### src/rtl/gpx_pkg.sv
package gpx_pkg;
    localparam int BYTE_W = 8;
    localparam int PTR_W  = 2;

    typedef enum logic [3:0] {
        ST_IDLE,
        ST_ADDR,
        ST_ADDR_ACK,
        ST_CMD,
        ST_CMD_ACK,
        ST_WDATA,
        ST_WDATA_ACK,
        ST_RDATA,
        ST_RACK
    } gpx_state_e;

    localparam logic [PTR_W-1:0] IDX_LEVEL = 2'd0;
    localparam logic [PTR_W-1:0] IDX_DRIVE = 2'd1;
    localparam logic [PTR_W-1:0] IDX_INV   = 2'd2;
    localparam logic [PTR_W-1:0] IDX_DIR   = 2'd3;
endpackage

### src/rtl/gpx_line_sync.sv
module gpx_line_sync #(
    parameter int STAGES = 2
) (
    input  logic clk,
    input  logic rst_n,
    input  logic scl_in,
    input  logic sda_in,
    output logic sda_lvl,
    output logic scl_rise,
    output logic scl_fall,
    output logic start_det,
    output logic stop_det
);
    logic [STAGES-1:0] scl_pipe;
    logic [STAGES-1:0] sda_pipe;
    logic              scl_prev;
    logic              sda_prev;
    logic              scl_now;
    logic              sda_now;

    assign scl_now = scl_pipe[STAGES-1];
    assign sda_now = sda_pipe[STAGES-1];

    always_ff @(posedge clk or negedge rst_n) begin
        if (!rst_n) begin
            scl_pipe <= '1;
            sda_pipe <= '1;
            scl_prev <= 1'b1;
            sda_prev <= 1'b1;
        end else begin
            scl_pipe[0] <= scl_in;
            sda_pipe[0] <= sda_in;
            for (int i = 1; i < STAGES; i++) begin
                scl_pipe[i] <= scl_pipe[i-1];
                sda_pipe[i] <= sda_pipe[i-1];
            end
            scl_prev <= scl_now;
            sda_prev <= sda_now;
        end
    end

    assign sda_lvl   = sda_now;
    assign scl_rise  = scl_now & ~scl_prev;
    assign scl_fall  = ~scl_now & scl_prev;
    assign start_det = scl_now & scl_prev & sda_prev & ~sda_now;
    assign stop_det  = scl_now & scl_prev & ~sda_prev & sda_now;
endmodule

### src/rtl/gpx_bus_fsm.sv
module gpx_bus_fsm
    import gpx_pkg::*;
#(
    parameter logic [4:0] ADDR_FIXED = 5'b11100
) (
    input  logic                    clk,
    input  logic                    rst_n,
    input  logic [1:0]              addr_strap,
    input  logic                    sda_lvl,
    input  logic                    scl_rise,
    input  logic                    scl_fall,
    input  logic                    start_det,
    input  logic                    stop_det,
    input  logic [BYTE_W-1:0]       rd_data,
    output logic [PTR_W-1:0]        ptr,
    output logic                    wr_en,
    output logic [BYTE_W-1:0]       wr_data,
    output logic                    rd_strobe,
    output logic                    sda_oe,
    output gpx_state_e              st
);
    localparam logic [3:0] BITS_IN  = 4'd8;
    localparam logic [3:0] LAST_OUT = 4'd7;

    gpx_state_e        nxt;
    logic [3:0]        cnt;
    logic [BYTE_W-1:0] rx_q;
    logic [BYTE_W-1:0] tx_q;
    logic              nack_q;
    logic              addr_hit;
    logic              byte_in_done;
    logic              bus_event;

    assign addr_hit     = (rx_q[7:1] == {ADDR_FIXED, addr_strap});
    assign byte_in_done = scl_fall && (cnt == BITS_IN);
    assign bus_event    = start_det | stop_det;

    // state register
    always_ff @(posedge clk or negedge rst_n) begin
        if (!rst_n) st <= ST_IDLE;
        else        st <= nxt;
    end

    // next state
    always_comb begin
        nxt = st;
        if (start_det) begin
            nxt = ST_ADDR;
        end else if (stop_det) begin
            nxt = ST_IDLE;
        end else begin
            unique case (st)
                ST_IDLE:      nxt = ST_IDLE;
                ST_ADDR:      if (byte_in_done) nxt = addr_hit ? ST_ADDR_ACK : ST_IDLE;
                ST_ADDR_ACK:  if (scl_fall) nxt = rx_q[0] ? ST_RDATA : ST_CMD;
                ST_CMD:       if (byte_in_done) nxt = ST_CMD_ACK;
                ST_CMD_ACK:   if (scl_fall) nxt = ST_WDATA;
                ST_WDATA:     if (byte_in_done) nxt = ST_WDATA_ACK;
                ST_WDATA_ACK: if (scl_fall) nxt = ST_WDATA;
                ST_RDATA:     if (scl_fall && cnt == LAST_OUT) nxt = ST_RACK;
                ST_RACK:      if (scl_fall) nxt = nack_q ? ST_IDLE : ST_RDATA;
            endcase
        end
    end

    // datapath: bit counter, shifters, pointer
    always_ff @(posedge clk or negedge rst_n) begin
        if (!rst_n) begin
            cnt    <= '0;
            rx_q   <= '0;
            tx_q   <= '0;
            nack_q <= 1'b0;
            ptr    <= IDX_LEVEL;
        end else if (bus_event) begin
            cnt <= '0;
        end else begin
            unique case (st)
                ST_IDLE: cnt <= '0;
                ST_ADDR, ST_CMD, ST_WDATA: begin
                    if (scl_rise) begin
                        rx_q <= {rx_q[BYTE_W-2:0], sda_lvl};
                        cnt  <= cnt + 4'd1;
                    end
                    if (st == ST_CMD && byte_in_done) ptr <= rx_q[PTR_W-1:0];
                end
                ST_ADDR_ACK: begin
                    if (scl_fall) begin
                        cnt <= '0;
                        if (rx_q[0]) tx_q <= rd_data;
                    end
                end
                ST_CMD_ACK, ST_WDATA_ACK: if (scl_fall) cnt <= '0;
                ST_RDATA: begin
                    if (scl_fall) begin
                        tx_q <= {tx_q[BYTE_W-2:0], 1'b0};
                        cnt  <= cnt + 4'd1;
                    end
                end
                ST_RACK: begin
                    if (scl_rise) nack_q <= sda_lvl;
                    if (scl_fall) begin
                        cnt  <= '0;
                        tx_q <= rd_data;
                    end
                end
            endcase
        end
    end

    // outputs
    always_comb begin
        sda_oe    = 1'b0;
        wr_en     = 1'b0;
        rd_strobe = 1'b0;
        wr_data   = rx_q;
        unique case (st)
            ST_IDLE, ST_ADDR, ST_CMD: sda_oe = 1'b0;
            ST_ADDR_ACK: begin
                sda_oe    = 1'b1;
                rd_strobe = scl_fall & rx_q[0] & ~bus_event;
            end
            ST_CMD_ACK, ST_WDATA_ACK: sda_oe = 1'b1;
            ST_WDATA:  wr_en = byte_in_done & ~bus_event;
            ST_RDATA:  sda_oe = ~tx_q[BYTE_W-1];
            ST_RACK:   rd_strobe = scl_fall & ~nack_q & ~bus_event;
        endcase
    end
endmodule

### src/rtl/gpx_regs.sv
module gpx_regs
    import gpx_pkg::*;
#(
    parameter int PIN_SYNC = 2
) (
    input  logic                 clk,
    input  logic                 rst_n,
    input  logic [BYTE_W-1:0]    pin_in,
    input  logic                 wr_en,
    input  logic [PTR_W-1:0]     ptr,
    input  logic [BYTE_W-1:0]    wr_data,
    input  logic                 rd_strobe,
    output logic [BYTE_W-1:0]    rd_data,
    output logic [BYTE_W-1:0]    pin_out,
    output logic [BYTE_W-1:0]    pin_oe,
    output logic                 irq_pull
);
    localparam int WARM   = PIN_SYNC + 1;
    localparam int WARM_W = $clog2(WARM + 1);
    localparam logic [WARM_W-1:0] WARM_END = WARM_W'(WARM);

    logic [PIN_SYNC-1:0][BYTE_W-1:0] pin_pipe;
    logic [BYTE_W-1:0] drive_q;
    logic [BYTE_W-1:0] inv_q;
    logic [BYTE_W-1:0] dir_q;
    logic [BYTE_W-1:0] snap_q;
    logic [BYTE_W-1:0] level;
    logic [WARM_W-1:0] warm_q;
    logic              warm_done;
    logic              irq_q;

    assign level     = pin_pipe[PIN_SYNC-1] ^ inv_q;
    assign warm_done = (warm_q == WARM_END);

    always_ff @(posedge clk or negedge rst_n) begin
        if (!rst_n) begin
            pin_pipe <= '0;
            drive_q  <= '1;
            inv_q    <= '0;
            dir_q    <= '1;
            snap_q   <= '0;
            warm_q   <= '0;
            irq_q    <= 1'b0;
        end else begin
            pin_pipe[0] <= pin_in;
            for (int i = 1; i < PIN_SYNC; i++) pin_pipe[i] <= pin_pipe[i-1];
            if (!warm_done) begin
                warm_q <= warm_q + 1'b1;
                snap_q <= level;
            end else if (rd_strobe && ptr == IDX_LEVEL) begin
                snap_q <= level;
            end
            if (wr_en) begin
                unique case (ptr)
                    IDX_LEVEL: ;
                    IDX_DRIVE: drive_q <= wr_data;
                    IDX_INV:   inv_q   <= wr_data;
                    IDX_DIR:   dir_q   <= wr_data;
                endcase
            end
            irq_q <= warm_done && (|((level ^ snap_q) & dir_q));
        end
    end

    always_comb begin
        unique case (ptr)
            IDX_LEVEL: rd_data = level;
            IDX_DRIVE: rd_data = drive_q;
            IDX_INV:   rd_data = inv_q;
            IDX_DIR:   rd_data = dir_q;
        endcase
    end

    assign pin_out  = drive_q;
    assign pin_oe   = ~dir_q;
    assign irq_pull = irq_q;
endmodule

### src/rtl/gpx_top.sv
module gpx_top
    import gpx_pkg::*;
#(
    parameter int         LINE_SYNC  = 2,
    parameter int         PIN_SYNC   = 2,
    parameter logic [4:0] ADDR_FIXED = 5'b11100
) (
    input  logic        clk,
    input  logic        rst_n,
    input  logic        scl_in,
    input  logic        sda_in,
    output logic        sda_oe,
    input  logic [1:0]  addr_strap,
    input  logic [7:0]  pin_in,
    output logic [7:0]  pin_out,
    output logic [7:0]  pin_oe,
    output logic        irq_pull
);
    logic              sda_lvl;
    logic              scl_rise;
    logic              scl_fall;
    logic              start_det;
    logic              stop_det;
    logic [PTR_W-1:0]  ptr;
    logic              wr_en;
    logic [BYTE_W-1:0] wr_data;
    logic              rd_strobe;
    logic [BYTE_W-1:0] rd_data;
    gpx_state_e        st;

    gpx_line_sync #(.STAGES(LINE_SYNC)) u_sync (
        .clk(clk), .rst_n(rst_n), .scl_in(scl_in), .sda_in(sda_in),
        .sda_lvl(sda_lvl), .scl_rise(scl_rise), .scl_fall(scl_fall),
        .start_det(start_det), .stop_det(stop_det)
    );

    gpx_bus_fsm #(.ADDR_FIXED(ADDR_FIXED)) u_fsm (
        .clk(clk), .rst_n(rst_n), .addr_strap(addr_strap),
        .sda_lvl(sda_lvl), .scl_rise(scl_rise), .scl_fall(scl_fall),
        .start_det(start_det), .stop_det(stop_det), .rd_data(rd_data),
        .ptr(ptr), .wr_en(wr_en), .wr_data(wr_data),
        .rd_strobe(rd_strobe), .sda_oe(sda_oe), .st(st)
    );

    gpx_regs #(.PIN_SYNC(PIN_SYNC)) u_regs (
        .clk(clk), .rst_n(rst_n), .pin_in(pin_in), .wr_en(wr_en),
        .ptr(ptr), .wr_data(wr_data), .rd_strobe(rd_strobe),
        .rd_data(rd_data), .pin_out(pin_out), .pin_oe(pin_oe),
        .irq_pull(irq_pull)
    );
endmodule

### config.mk
export PLATFORM = sky130hd
export DESIGN_NAME = gpx_top
export DESIGN_NICKNAME = d
export VERILOG_FILES = /design/src/rtl/gpx_pkg.sv /design/src/rtl/gpx_line_sync.sv /design/src/rtl/gpx_bus_fsm.sv /design/src/rtl/gpx_regs.sv /design/src/rtl/gpx_top.sv
export SDC_FILE = /design/constraint.sdc
export NUM_CORES = 1
export LEC_CHECK = 0
export BUFFER_PORTS_ARGS = -buffer_cell sky130_fd_sc_hd__clkbuf_2
export CORE_AREA = 2 2 106 108
export DETAILED_ROUTE_END_ITERATION = 16
export DIE_AREA = 0 0 108 110
export HOLD_SLACK_MARGIN = 0.15
export PLACE_DENSITY = 0.58
export SLEW_MARGIN = 10
export SYNTH_ARGS = -nofsm -noshare
export SYNTH_HDL_FRONTEND = slang
export SYNTH_HIERARCHICAL = 1
export SYNTH_SLANG_ARGS = --single-unit
### constraint.sdc
create_clock -name clk -period 3.7 [get_ports clk]
set_input_delay 0.74 -clock clk [delete_from_list [all_inputs] [get_ports clk]]
set_output_delay 0.74 -clock clk [all_outputs]
set_load 0.02 [all_outputs]
Word-level counts from Yosys, hierarchy flattened
Cells that the tools add are included.

$add $sub $neg: 2. Equal/unequal tests: 30. Muxes and demuxes: 29. Bitwise gates (word level): 24. Reductions and logical operators: 22.

Operators with widths (number): $mux W4 (13); $mux W8 (6); $pmux W4 S8 (1); $pmux W8 S4 (1); $ne A4 B1 Y1 const B (7); $pmux W8 S3 (1); $eq A4 B3 Y1 const B (5); $pmux W4 S4 (1); $xor A8 B8 Y8 (2); $and A1 B1 Y1 (12); $reduce_and A3 Y1 (4); $and A8 B8 Y8 (1); $eq A4 B2 Y1 const B (2); $eq A4 B4 Y1 const B (2); $ne A2 B1 Y1 const B (4); $not A8 Y8 (1); $reduce_or A8 Y1 (1); $eq A7 B7 Y1 (1); $not A1 Y1 (7); $reduce_and A7 Y1 (1); $eq A2 B2 Y1 const B (3); $mux W3 (2); $ne A3 B1 Y1 const B (2); $reduce_and A2 Y1 (3); 18 further kinds (24).

Register bits after elaboration: 84. Bits of input ports: 14. Output and inout bits: 18. Word-level logic and storage cells: 125.

Longest topological paths before layout
Depth in word-level cells: 10. Mapped depth: 8. Depth with buffers taken out: 7.

By module
Netlist, hierarchy kept.

By module, submodules not included: gpx_regs (times used 1, cells each 165, area an instance 2406.1 um^2, sequential area each 1296.2 um^2); gpx_bus_fsm (times used 1, cells each 152, area an instance 1614.0 um^2, sequential area each 675.6 um^2); gpx_line_sync (times used 1, cells each 10, area an instance 190.2 um^2, sequential area each 157.7 um^2).

Least setup slack after synthesis
OpenSTA, ideal clock, no wires.

Path type: flip-flop to flip-flop. Start point: reg u_fsm.st[2]. End point: reg u_regs.drive_q[0] (netlist: u_regs/pin_out[0]). Library setup time: 0.082 ns. Arrival: 2.441 ns. Required time: 3.618 ns. Slack: 1.177 ns. Stages on the path, launching flop included: 8. Buffers on the path: 2. Clock period less this slack: 2.523 ns. Cells stage by stage: dfrtp_1 -> buf_4 -> buf_2 -> inv_1 -> or4b_2 -> nor3_1 -> nand3b_2 -> mux2_2.

Word-level cells in the longest chain between the ends: 3.

RTL lines: from (decl) (line gpx_bus_fsm.sv:20) `output gpx_state_e st`; from (signal assigned) (line gpx_bus_fsm.sv:41) `else st <= nxt;`; $eq A4 B3 Y1 (line gpx_bus_fsm.sv:116) `unique case (st)`; $mux W1 (line gpx_bus_fsm.sv:116); net wr_en (line gpx_top.sv:25) `logic wr_en;`; $reduce_and A2 Y1 (no line); to (signal assigned) (line gpx_regs.sv:56) `IDX_DRIVE: drive_q <= wr_data;`; to (decl) (line gpx_regs.sv:23) `logic [BYTE_W-1:0] drive_q;`.

The timed path passes the listed nets, and every way through them passes these cells. A chain may end at the register's enable or synchronous reset.

Worst setup path in the final report
Start point: reg u_fsm.st[2]. End point: reg u_regs.drive_q[6] (netlist: u_regs/pin_out[6]).

The elaborated chain is that of the path after synthesis.

==> impl_metrics.toml <==
[timing]
drv_slew = 0
timing.fmax_ghz = 0.354
hold_violations = 0
setup_tns_ps = 0
period_needed_ps = 2830
finalCritPeriodShare_pct = 76.4
worst_pin_slew_ps = 1050
setup_violations = 0
relSlewSlack_pct = 29.9
skew_ps = 15.5
rsz0062_at_grt = "false"

[global_routing]
grt_max_degree = 43
grtUsageTotal_pct = 15.4
grt_overflow = 0
grt_pass1_vias = 2654
antenna_found_initial = 0
grt_pass1_wl_um = 13700

[setup_path]
crit_buf_inv = 1
criticalPathCategory = "reg -> reg"
worst_ep_required_time_ps = 3980
cp_slowest_cell = "dfrtp_1"
cpPeakStageDelay_ps = 660
cp_top_family = "simple AND/OR/NAND/NOR gates"
cp-start-kind = "flop"
crit_arrival_ps = 3110
cp-end-kind = "flop"
path_cells = "inv_1 -> or4b_2 -> nor3_1 -> nand3b_2 -> mux2_2"
crit_path_max_fanout = 19

[pwr]
peakVddDrop_mv = 0.200
power_density_nw_per_um2 = 545
p_leak_nw = 2.06

[clocking]
hold_buffers = 0
htree_levels = 3
numCtsBuffers = 9
cts_sinks = 84
cts_root_buf = "clkbuf_8"
post-cts-setup-buffer-count = 0
clk_pin_slew_ps = 90
clkLatencyLatePin_ps = 350
cts_max_path_buffers = 2
cts_repair_resize_count = 0
cts_tree = "built"

[floorplan]
die_area_um2 = 11900
num_io_pins = 32
std_cell_rows = 38
die_y_um = 110
start_util_pct = 39.4
die_w_um = 108
core_area_um2 = 10700

[finish]
fillers = 1035
diodes = 0
layout-drive-gt1-share_pct = 40.3
syn2layout_area_growth_pct = 10.7
multiInputGateArea_um2 = 1940
seq_area_um2 = 2130
design_area_um2 = 4660
finalNetCount = 374

[synth]
netlist.area_leader.share_pct = 36.8
ys_warn_count = 6
syn_avg_cell_area_um2 = 12.9
ys_seq_elements = 84
syn_inst = 327
synthTopCellsByArea = "dfrtp_1 37%, mux2_2 17%, dfstp_2 14%, xnor3_1 4.3%, xor2_1 2.1%"
ys_seq_area_share_pct = 50.6
syn_area_um2 = 4210
yosysUniqueCellTypes = 62
synth_edf_count = 0
yosys.area.top_type = "dfrtp_1"
ys.flop_type = "dfrtp_1"
synth_fp_nets = 344
synthArstFlopShare_pct = 100

[job]
maxCapViolCount = 0

[drt]
wl_um = 8380
first_pass_iters = 4
antenna_left = 0
drt_first_iter_violations = 97
vias = 2551
viasPerCell = 5.08
drc_errors = 0
wl_per_cell_um = 16.7

[outcome]
outcome = "complete, no violations"

[min_path]
holdCritPathClass = "reg -> reg"

[placed_design]
gp_congestion = 0.807
postPlaceCellArea_um2 = 4480
port_buffers = 31
dp_hpwl_um = 5710
## per-layer routing
layer  part of all wire, %  wire [um]  global-route usage (%)
met1                    50       4210                    20.9
met2                    46       3810                    24.3
met3                   3.3        274                    3.47
met4                  0.90         75                    5.49
met5                     0          0                       0
## area by class of cell
class	count	area share, %
clock inverters	5	0.779
repair buffers	34	3.87
clock buffers	11	3.03
flip-flops and latches	84	45.7
multi-input cells	214	41.7
well taps	140	3.76
inverters	14	1.13
## cell usage in the layout, fill, tap and decap left out, types with 9 or more instances in the layout
| cell type | instances |
|---|---|
| dfrtp_1 | 62 |
| nor2b_1 | 11 |
| mux2_2 | 65 |
| clkbuf_2 | 30 |
| dfstp_2 | 22 |
| xor2_1 | 10 |
| xnor2_1 | 9 |
| inv_1 | 14 |
| nor2_1 | 10 |
| nand2_1 | 14 |
| clkbuf_8 | 10 |
| o21ai_0 | 14 |
## stage by stage
| stage | worst slack [ps] | instances | hold WS [ps] | utilization [%] | power [mW] |
|---|---|---|---|---|---|
| global placement | 902 | 486 | 332 | 41.9 | 1.94 |
| floorplan | 1180 | 327 | 331 | - | 1.79 |
| finish | 874 | 502 | 351 | 43.6 | 2.54 |
| CTS | 884 | 502 | 348 | 43.6 | 2.58 |
| detailed placement | 878 | 486 | 336 | 41.9 | 1.96 |
| global route | 712 | 502 | 360 | 43.6 | 2.73 |
## cells in the mapped netlist, types with 2 or more instances
cell      number
mux2_2        65
dfrtp_1       62
dfstp_2       22
inv_1         14
nand2_1       14
o21ai_0       14
nor2b_1       11
nor2_1        10
xor2_1        10
xnor2_1        9
xnor3_1        8
buf_2          7
a21oi_1        5
and4b_1        4
o22a_1         4
buf_4          3
clkbuf_1       3
ha_1           3
nand2b_1       3
nand4_1        3
nor4_1         3
o31ai_1        3
a31oi_1        2
nand4b_1       2
nor3_1         2
o311ai_0       2
o32a_1         2
or2_2          2
or4_1          2
## worst reg2reg max path: stages (launching register included)
cell and delay [ps]:
dfrtp_1 660, inv_1 130, or4b_2 620, nor3_1 570, nand3b_2 410, mux2_2 380
## path summary, 6_finish.rpt
kind                                     from                  end  slack (ps)  depth (start not counted)
hold / removal             u_regs/pin_pipe[5]  u_regs/pin_pipe[13]         350                          0
hold reg to reg            u_regs/pin_pipe[5]  u_regs/pin_pipe[13]         350                          0
setup / recovery                  u_fsm/st[2]    u_regs/pin_out[6]         870                          5
min in group asynchronous               rst_n     u_regs/warm_q[0]         370                          1
max in group asynchronous               rst_n      u_sync/sda_prev        2550                          2
setup reg to reg                  u_fsm/st[2]    u_regs/pin_out[6]         870                          5
## logic make-up (layout without fill, tap and decap cells)
logic type / Yosys count / count (layout) / synth area share [%]
flip-flops: 84 / 84 / 50.6
AND/OR/NAND/NOR: 72 / 72 / 11.1
multiplexers: 66 / 66 / 17.6
AO/OA/AOI/OAI: 46 / 46 / 8.32
buffers and inverters: 29 / 64 / 3.24
XOR/XNOR: 27 / 27 / 8.23
adder cells (fa/ha/maj): 3 / 3 / 0.892
## flip-flops by register name, indices dropped and copies added (netlist names)
signal / cells
u_regs/warm_q: 2
u_regs/irq_pull: 1
u_regs/snap_q: 8
u_regs/dir_q: 8
u_regs/pin_pipe: 16
u_regs/inv_q: 8
u_regs/pin_out: 8
u_fsm/cnt: 4
u_sync/sda_pipe: 2
u_fsm/st: 4
u_sync/scl_pipe: 2
u_fsm/ptr: 2
u_sync/sda_prev: 1
u_fsm/tx_q: 8
u_fsm/nack_q: 1
u_sync/scl_prev: 1
u_fsm/wr_data: 8
## report_power, final
part           switching (mW)  internal, mW
Combinational           0.312         0.348
Sequential              0.197          1.08
Clock                   0.334         0.266
Total                   0.843          1.70
Power figures use the tool's default switching activity.
